$ cat src/rtl/cnvstart_pkg.sv
package cnvstart_pkg;

   typedef enum logic [2:0] {
      ST_IDLE,
      ST_RST,
      ST_PULSE,
      ST_WRISE,
      ST_WFALL
   } seq_st_e;

   // Cycles covering a nanosecond interval at a clock in MHz, rounded up, at least one.
   function automatic int unsigned ns_to_cyc(input int unsigned ns, input int unsigned mhz);
      int unsigned c;
      c = (ns * mhz + 999) / 1000;
      return (c == 0) ? 1 : c;
   endfunction

   function automatic int unsigned max2(input int unsigned a, input int unsigned b);
      return (a > b) ? a : b;
   endfunction

endpackage

$ cat src/rtl/cnvstart_sync.sv
module cnvstart_sync #(
   parameter int unsigned STAGES = 2
) (
   input  logic clk,
   input  logic rst_n,
   input  logic din,
   output logic lvl,
   output logic rise,
   output logic fall
);

   logic [STAGES:0] sh;

   generate
      if (STAGES < 2) begin : g_bad_stages
         $error("cnvstart_sync: STAGES must be at least 2");
      end
   endgenerate

   always_ff @(posedge clk) begin
      if (!rst_n) sh <= '0;
      else        sh <= {sh[STAGES-1:0], din};
   end

   assign lvl  = sh[STAGES-1];
   assign rise =  sh[STAGES-1] & ~sh[STAGES];
   assign fall = ~sh[STAGES-1] &  sh[STAGES];

endmodule

$ cat src/rtl/cnvstart_tmr.sv
module cnvstart_tmr #(
   parameter int unsigned LOAD_CYC = 4,
   localparam int unsigned W = $clog2(LOAD_CYC + 1)
) (
   input  logic clk,
   input  logic rst_n,
   input  logic load,
   output logic zero
);

   logic [W-1:0] cnt;

   always_ff @(posedge clk) begin
      if (!rst_n)          cnt <= '0;
      else if (load)       cnt <= W'(LOAD_CYC - 1);
      else if (cnt != '0)  cnt <= cnt - W'(1);
   end

   assign zero = (cnt == '0);

endmodule

$ cat src/rtl/cnvstart_fsm.sv
module cnvstart_fsm
   import cnvstart_pkg::*;
#(
   parameter int unsigned RST_CYC  = 2,
   parameter int unsigned CNV_CYC  = 1,
   parameter int unsigned RISE_CYC = 10,
   parameter int unsigned CONV_CYC = 221
) (
   input  logic clk,
   input  logic rst_n,
   input  logic reset_req,
   input  logic launch_ok,
   input  logic busy_rise,
   input  logic busy_fall,
   output logic issue,
   output logic acq_load,
   output logic cnv_n,
   output logic adc_rst,
   output logic result_rdy,
   output logic err_rise,
   output logic err_fall
);

   localparam int unsigned AGE_MAX = max2(max2(RST_CYC, CNV_CYC), max2(RISE_CYC, CONV_CYC));
   localparam int unsigned AGE_W   = $clog2(AGE_MAX + 1);
   localparam logic [AGE_W-1:0] RST_LAST  = AGE_W'(RST_CYC - 1);
   localparam logic [AGE_W-1:0] CNV_LAST  = AGE_W'(CNV_CYC - 1);
   localparam logic [AGE_W-1:0] RISE_LAST = AGE_W'(RISE_CYC - 1);
   localparam logic [AGE_W-1:0] CONV_LAST = AGE_W'(CONV_CYC - 1);

   seq_st_e          st;
   logic [AGE_W-1:0] age;
   logic             got_rise;
   logic             conv_over;

   assign conv_over = (age == CONV_LAST);
   assign issue     = (st == ST_IDLE) && !reset_req && launch_ok;
   assign acq_load  = (st == ST_WFALL) && !reset_req && (busy_fall || conv_over);

   always_ff @(posedge clk) begin
      if (!rst_n) begin
         st         <= ST_IDLE;
         age        <= '0;
         got_rise   <= 1'b0;
         result_rdy <= 1'b0;
         err_rise   <= 1'b0;
         err_fall   <= 1'b0;
      end else begin
         result_rdy <= 1'b0;
         err_rise   <= 1'b0;
         err_fall   <= 1'b0;
         if (reset_req && st != ST_RST) begin
            st  <= ST_RST;
            age <= '0;
         end else begin
            unique case (st)
               ST_IDLE: begin
                  if (launch_ok) begin
                     st       <= ST_PULSE;
                     age      <= '0;
                     got_rise <= 1'b0;
                  end
               end
               ST_RST: begin
                  if (age == RST_LAST) st <= ST_IDLE;
                  else                 age <= age + AGE_W'(1);
               end
               ST_PULSE: begin
                  if (busy_rise)         got_rise <= 1'b1;
                  if (age == CNV_LAST)   st <= ST_WRISE;
                  age <= age + AGE_W'(1);
               end
               ST_WRISE: begin
                  if (got_rise || busy_rise) begin
                     st  <= ST_WFALL;
                     age <= '0;
                  end else if (age == RISE_LAST) begin
                     err_rise <= 1'b1;
                     st       <= ST_IDLE;
                  end else begin
                     age <= age + AGE_W'(1);
                  end
               end
               ST_WFALL: begin
                  if (busy_fall) begin
                     result_rdy <= 1'b1;
                     st         <= ST_IDLE;
                  end else if (conv_over) begin
                     err_fall <= 1'b1;
                     st       <= ST_IDLE;
                  end else begin
                     age <= age + AGE_W'(1);
                  end
               end
               default: st <= ST_IDLE;
            endcase
         end
      end
   end

   assign cnv_n   = (st != ST_PULSE);
   assign adc_rst = (st == ST_RST);

endmodule

$ cat src/rtl/cnvstart_seq.sv
module cnvstart_seq
   import cnvstart_pkg::*;
#(
   parameter int unsigned CLK_MHZ         = 125,
   parameter int unsigned CNV_LOW_NS      = 5,
   parameter int unsigned SPACING_NS      = 2000,
   parameter int unsigned RISE_MAX_NS     = 30,
   parameter int unsigned RISE_MARGIN_CYC = 4,
   parameter int unsigned CONV_NS         = 1250,
   parameter int unsigned CONV_MARGIN_NS  = 500,
   parameter int unsigned ACQ_NS          = 750,
   parameter int unsigned RST_NS          = 10,
   parameter int unsigned SYNC_STAGES     = 2,
   parameter int unsigned DROP_W          = 8,
   parameter bit          DROP_SAT        = 1'b1
) (
   input  logic              clk,
   input  logic              rst_n,
   input  logic              start_req,
   input  logic              reset_req,
   input  logic              busy_in,
   output logic              cnv_n,
   output logic              adc_rst,
   output logic              result_rdy,
   output logic              err_rise,
   output logic              err_fall,
   output logic [DROP_W-1:0] drop_cnt
);

   localparam int unsigned CNV_CYC   = ns_to_cyc(CNV_LOW_NS, CLK_MHZ);
   localparam int unsigned SPACE_CYC = ns_to_cyc(SPACING_NS, CLK_MHZ);
   localparam int unsigned ACQ_CYC   = ns_to_cyc(ACQ_NS, CLK_MHZ);
   localparam int unsigned RST_CYC   = ns_to_cyc(RST_NS, CLK_MHZ);
   localparam int unsigned RISE_CYC  = ns_to_cyc(RISE_MAX_NS, CLK_MHZ) + SYNC_STAGES + RISE_MARGIN_CYC;
   localparam int unsigned CONV_CYC  = ns_to_cyc(CONV_NS + CONV_MARGIN_NS, CLK_MHZ) + SYNC_STAGES;

   generate
      if (RISE_CYC <= CNV_CYC) begin : g_bad_rise
         $error("cnvstart_seq: rise window must outlast the start pulse");
      end
      if (DROP_W < 1) begin : g_bad_drop
         $error("cnvstart_seq: DROP_W must be at least 1");
      end
      if (CLK_MHZ == 0) begin : g_bad_clk
         $error("cnvstart_seq: CLK_MHZ must be non-zero");
      end
   endgenerate

   logic busy_lvl, busy_rise, busy_fall;
   logic space_zero, acq_zero;
   logic issue, acq_load, launch_ok;
   logic pend, drop_evt;

   cnvstart_sync #(.STAGES(SYNC_STAGES)) u_sync (
      .clk  (clk),
      .rst_n(rst_n),
      .din  (busy_in),
      .lvl  (busy_lvl),
      .rise (busy_rise),
      .fall (busy_fall)
   );

   cnvstart_tmr #(.LOAD_CYC(SPACE_CYC)) u_space (
      .clk  (clk),
      .rst_n(rst_n),
      .load (issue),
      .zero (space_zero)
   );

   cnvstart_tmr #(.LOAD_CYC(ACQ_CYC)) u_acq (
      .clk  (clk),
      .rst_n(rst_n),
      .load (acq_load),
      .zero (acq_zero)
   );

   assign launch_ok = pend & space_zero & acq_zero;

   cnvstart_fsm #(
      .RST_CYC (RST_CYC),
      .CNV_CYC (CNV_CYC),
      .RISE_CYC(RISE_CYC),
      .CONV_CYC(CONV_CYC)
   ) u_fsm (
      .clk       (clk),
      .rst_n     (rst_n),
      .reset_req (reset_req),
      .launch_ok (launch_ok),
      .busy_rise (busy_rise),
      .busy_fall (busy_fall),
      .issue     (issue),
      .acq_load  (acq_load),
      .cnv_n     (cnv_n),
      .adc_rst   (adc_rst),
      .result_rdy(result_rdy),
      .err_rise  (err_rise),
      .err_fall  (err_fall)
   );

   // Single-entry request holder
   always_ff @(posedge clk) begin
      if (!rst_n) pend <= 1'b0;
      else        pend <= (pend & ~issue) | start_req;
   end

   assign drop_evt = start_req & pend & ~issue;

   logic [DROP_W-1:0] drop_q;

   generate
      if (DROP_SAT) begin : g_drop_sat
         always_ff @(posedge clk) begin
            if (!rst_n)                         drop_q <= '0;
            else if (drop_evt && drop_q != '1)  drop_q <= drop_q + DROP_W'(1);
         end
      end else begin : g_drop_wrap
         always_ff @(posedge clk) begin
            if (!rst_n)        drop_q <= '0;
            else if (drop_evt) drop_q <= drop_q + DROP_W'(1);
         end
      end
   endgenerate

   assign drop_cnt = drop_q;

endmodule

$ cat config.mk
export PLATFORM = sky130hd
export DESIGN_NAME = cnvstart_seq
export DESIGN_NICKNAME = d
export VERILOG_FILES = /design/src/rtl/cnvstart_pkg.sv /design/src/rtl/cnvstart_sync.sv /design/src/rtl/cnvstart_tmr.sv /design/src/rtl/cnvstart_fsm.sv /design/src/rtl/cnvstart_seq.sv
export SDC_FILE = /design/constraint.sdc
export NUM_CORES = 1
export LEC_CHECK = 0
export ABC_AREA = 1
export ABC_CLOCK_PERIOD_IN_PS = 2450
export BUFFER_PORTS_ARGS = -buffer_cell sky130_fd_sc_hd__buf_2
export CAP_MARGIN = 0
export CORE_ASPECT_RATIO = 1.1
export CORE_MARGIN = 2
export CORE_UTILIZATION = 40
export CTS_CLUSTER_DIAMETER = 30
export CTS_CLUSTER_SIZE = 12
export DETAILED_ROUTE_END_ITERATION = 10
export PLACE_DENSITY = 0.64
export SYNTH_ARGS = -nofsm -noshare
export SYNTH_HDL_FRONTEND = slang
export SYNTH_SLANG_ARGS = --single-unit
export TNS_END_PERCENT = 20
$ cat constraint.sdc
create_clock -name clk -period 2.45 [get_ports clk]
set_input_delay 0.245 -clock clk [delete_from_list [all_inputs] [get_ports clk]]
set_output_delay 0.245 -clock clk [all_outputs]
set_load 0.01 [all_outputs]
==> reports/qor.yml <==
status:
  status: "complete, no violations"
clock_network:
  cts_buffer_depth: 2
  cts_buffers: 5
  clock-root-buffer: "clkbuf_8"
  clkTransAtPathRegs_ps: 90
  clock_sinks: 42
  postCtsHoldBufs: 0
  cts-resized-gates: 0
  htree_levels: 2
  clk_latency_ps: 310
  cts_tree: "yes"
  postCtsSetupBuffers: 0
pwr:
  switchingPower_mw: 0.997
  p_int_mw: 1.57
  power_frac_seq: 0.354
  switching_share: 0.388
  p_per_area_nw_per_um2: 933
  power.leakage_nw: 1.27
  pwr-share-clk: 0.262
  total_power_mw: 2.57
  ir_drop_mv: 0.510
  pwr-share-comb: 0.384
placement:
  preCtsSetupSlack_ps: 646
  place_inst: 463
  place_hpwl_mm: 3.82
  io_buffers: 17
  place_congestion: 0.839
floorplan:
  rows: 30
  die_x_microns: 78.9
  num_io_pins: 18
  start_util: 0.406
  fp.dieH_microns: 86.4
  coreArea_sq_um: 6080
  fp.dieArea_sq_um: 6820
routing:
  antenna_left: 0
  viasPerCell: 4.92
  drt_first_pass_iters: 4
  routed_wl_mm: 5.20
  wire_per_inst_microns: 11.0
  drc: 0
  drt_iter0_drc: 70
  vias: 2316
critical_path:
  end_kind: "flip-flop"
  slowest_stage: "dfxtp_1"
  crit_path_start_kind: "flip-flop"
  crit_fanout: 19
  critPathRequiredTime_ps: 2670
  slowest_delay_ps: 320
  arrival_ps: 2030
  cp_cell_sequence: "inv_1 -> ha_1 -> nand2_2 -> nor2_8 -> nand4_4 -> nand3_1 -> nand2_1 -> a21oi_1"
  worstSetupPathType: "flip-flop to flip-flop"
timing:
  setup_viol: 0
  maxSlewHeadroom: 0.599
  fin_worst_skew_ps: 13.0
  hold_viol_final: 0
  period_needed_ps: 1810
  slew_violations: 0
  fin_crit_sh: 0.738
  max_freq_ghz: 0.553
  rsz0062_at_grt: "no"
  final.setup.worst_slack_ps: 641
  finalSetupTns_ps: 0
  worst_pin_slew_ps: 600
finish:
  fin_cells: 471
  fillers: 664
  drive_gt1_frac: 0.125
  area_delta_synth_final_pct: 11.5
  final_nets: 401
  num_antenna_cells: 0
synthesis:
  netlist_area_sq_um: 2470
  synth_seq_cells: 42
  synth.area.top_cells: "dfxtp_1 34%, nand2_1 14%, inv_1 8.4%"
  synth_commonest_cells: "93 x nand2_1, 55 x inv_1, 47 x nor2_1"
  synth_most_common_cell: "nand2_1"
  ys_seq_area_frac: 0.341
  yosys.area.top_type_share: 0.341
  ys.warnings.count: 0
  synth_edf_count: 0
  synth-main-ff-cell: "dfxtp_1"
  avgSynthCellArea_sq_um: 6.62
  async_flop_share: 0
  synth_nets: 384
  synth_top_area_cell: "dfxtp_1"
  synth.distinct_cells: 34
  synthCells: 373
global_route:
  grt_pass1_vias: 2082
  grt.total_usage: 0.164
  gr-total-overflow: 0
  grt_max_degree: 20
  grt_first_pass_wirelength_mm: 8.92
  grt_antenna_before_repair: 0
flow_run:
  cap_violations: 0
min_path:
  worstHoldPathType: "input pin to flip-flop"
==> placed cells by master (no fill, tap or decap), drive strengths merged, types with 3 or more instances in the layout <==
cell type,count
nor3,5
ha,6
inv,57
nand2,101
nand3,37
nor2,53
a21oi,26
buf,17
a31oi,3
clkbuf,5
nand4,15
dfxtp,42
xor2,4
o21ai,6
==> critical path, delay by kind of cell (launching register included) <==
kind | cells | cell delay, ps
simple gates | 5 | 910
fa+ha+maj | 1 | 240
flops | 1 | 320
buf+inv | 1 | 120
compound gates | 1 | 130
==> sequential cells by signal (all words and copies together) (netlist names) <==
name	count
u_fsm.st	3
u_space.cnt	8
u_fsm.age	8
u_acq.cnt	7
pend	1
drop_cnt	8
u_sync.sh	3
u_fsm.result_rdy	1
u_fsm.got_rise	1
u_fsm.err_rise	1
u_fsm.err_fall	1
==> area by class of cell <==
cell class | count | area, sq um | share of cell area
sequential | 42 | 841 | 0.305
multi-input combinational | 266 | 1370 | 0.498
tap | 80 | 100 | 0.0364
timing repair buffer | 17 | 85.1 | 0.0309
clock buffer | 5 | 68.8 | 0.0250
inverter | 58 | 218 | 0.0791
clock inverter | 3 | 68.8 | 0.0250
==> power by group through the flow <==
| stage | clock network [mW] | registers [mW] | logic, mW |
|---|---|---|---|
| finish | 0.673 | 0.908 | 0.985 |
| global route | 0.720 | 0.925 | 1.13 |
| global placement | 0 | 0.922 | 0.964 |
| floorplan | 0 | 0.891 | 0.855 |
| detailed placement | 0 | 0.922 | 0.989 |
| CTS | 0.688 | 0.908 | 0.996 |
==> cell families after synthesis <==
group	share of synthesized area
buffers and inverters	0.104
XOR/XNOR	0.0177
AO/OA/AOI/OAI	0.0923
AND/OR/NAND/NOR	0.415
adder cells (fa/ha/maj)	0.0304
flip-flops	0.341
==> worst paths after layout <==
kind / startpoint / endpoint / slack (ps) / cells after the start
min: busy_in / u_sync.sh[0]$_SDFF_PN0_ / 140 / 3
min reg2reg: u_sync.sh[0]$_SDFF_PN0_ / u_sync.sh[1]$_SDFF_PN0_ / 420 / 2
max: u_space.cnt[0]$_SDFFE_PN0P_ / drop_cnt[6]$_SDFFE_PN0P_ / 640 / 8
max reg2reg: u_space.cnt[0]$_SDFFE_PN0P_ / drop_cnt[6]$_SDFFE_PN0P_ / 640 / 8
==> through the flow <==
stage	util	hold slack (ps)	cell area [sq um]
finish	0.453	139	2750
global route	0.453	149	2750
CTS	0.453	140	2750
detailed placement	0.430	404	2620
global placement	0.430	393	2620
floorplan	-	343	2470
==> metal layers <==
| metal | global-route usage | share of wire |
|---|---|---|
| met1 | 0.193 | 0.45 |
| met2 | 0.287 | 0.49 |
| met3 | 0.0385 | 0.038 |
| met4 | 0.0690 | 0.018 |
| met5 | 0 | 0 |
No activity file was read; power rests on OpenSTA's default activity.
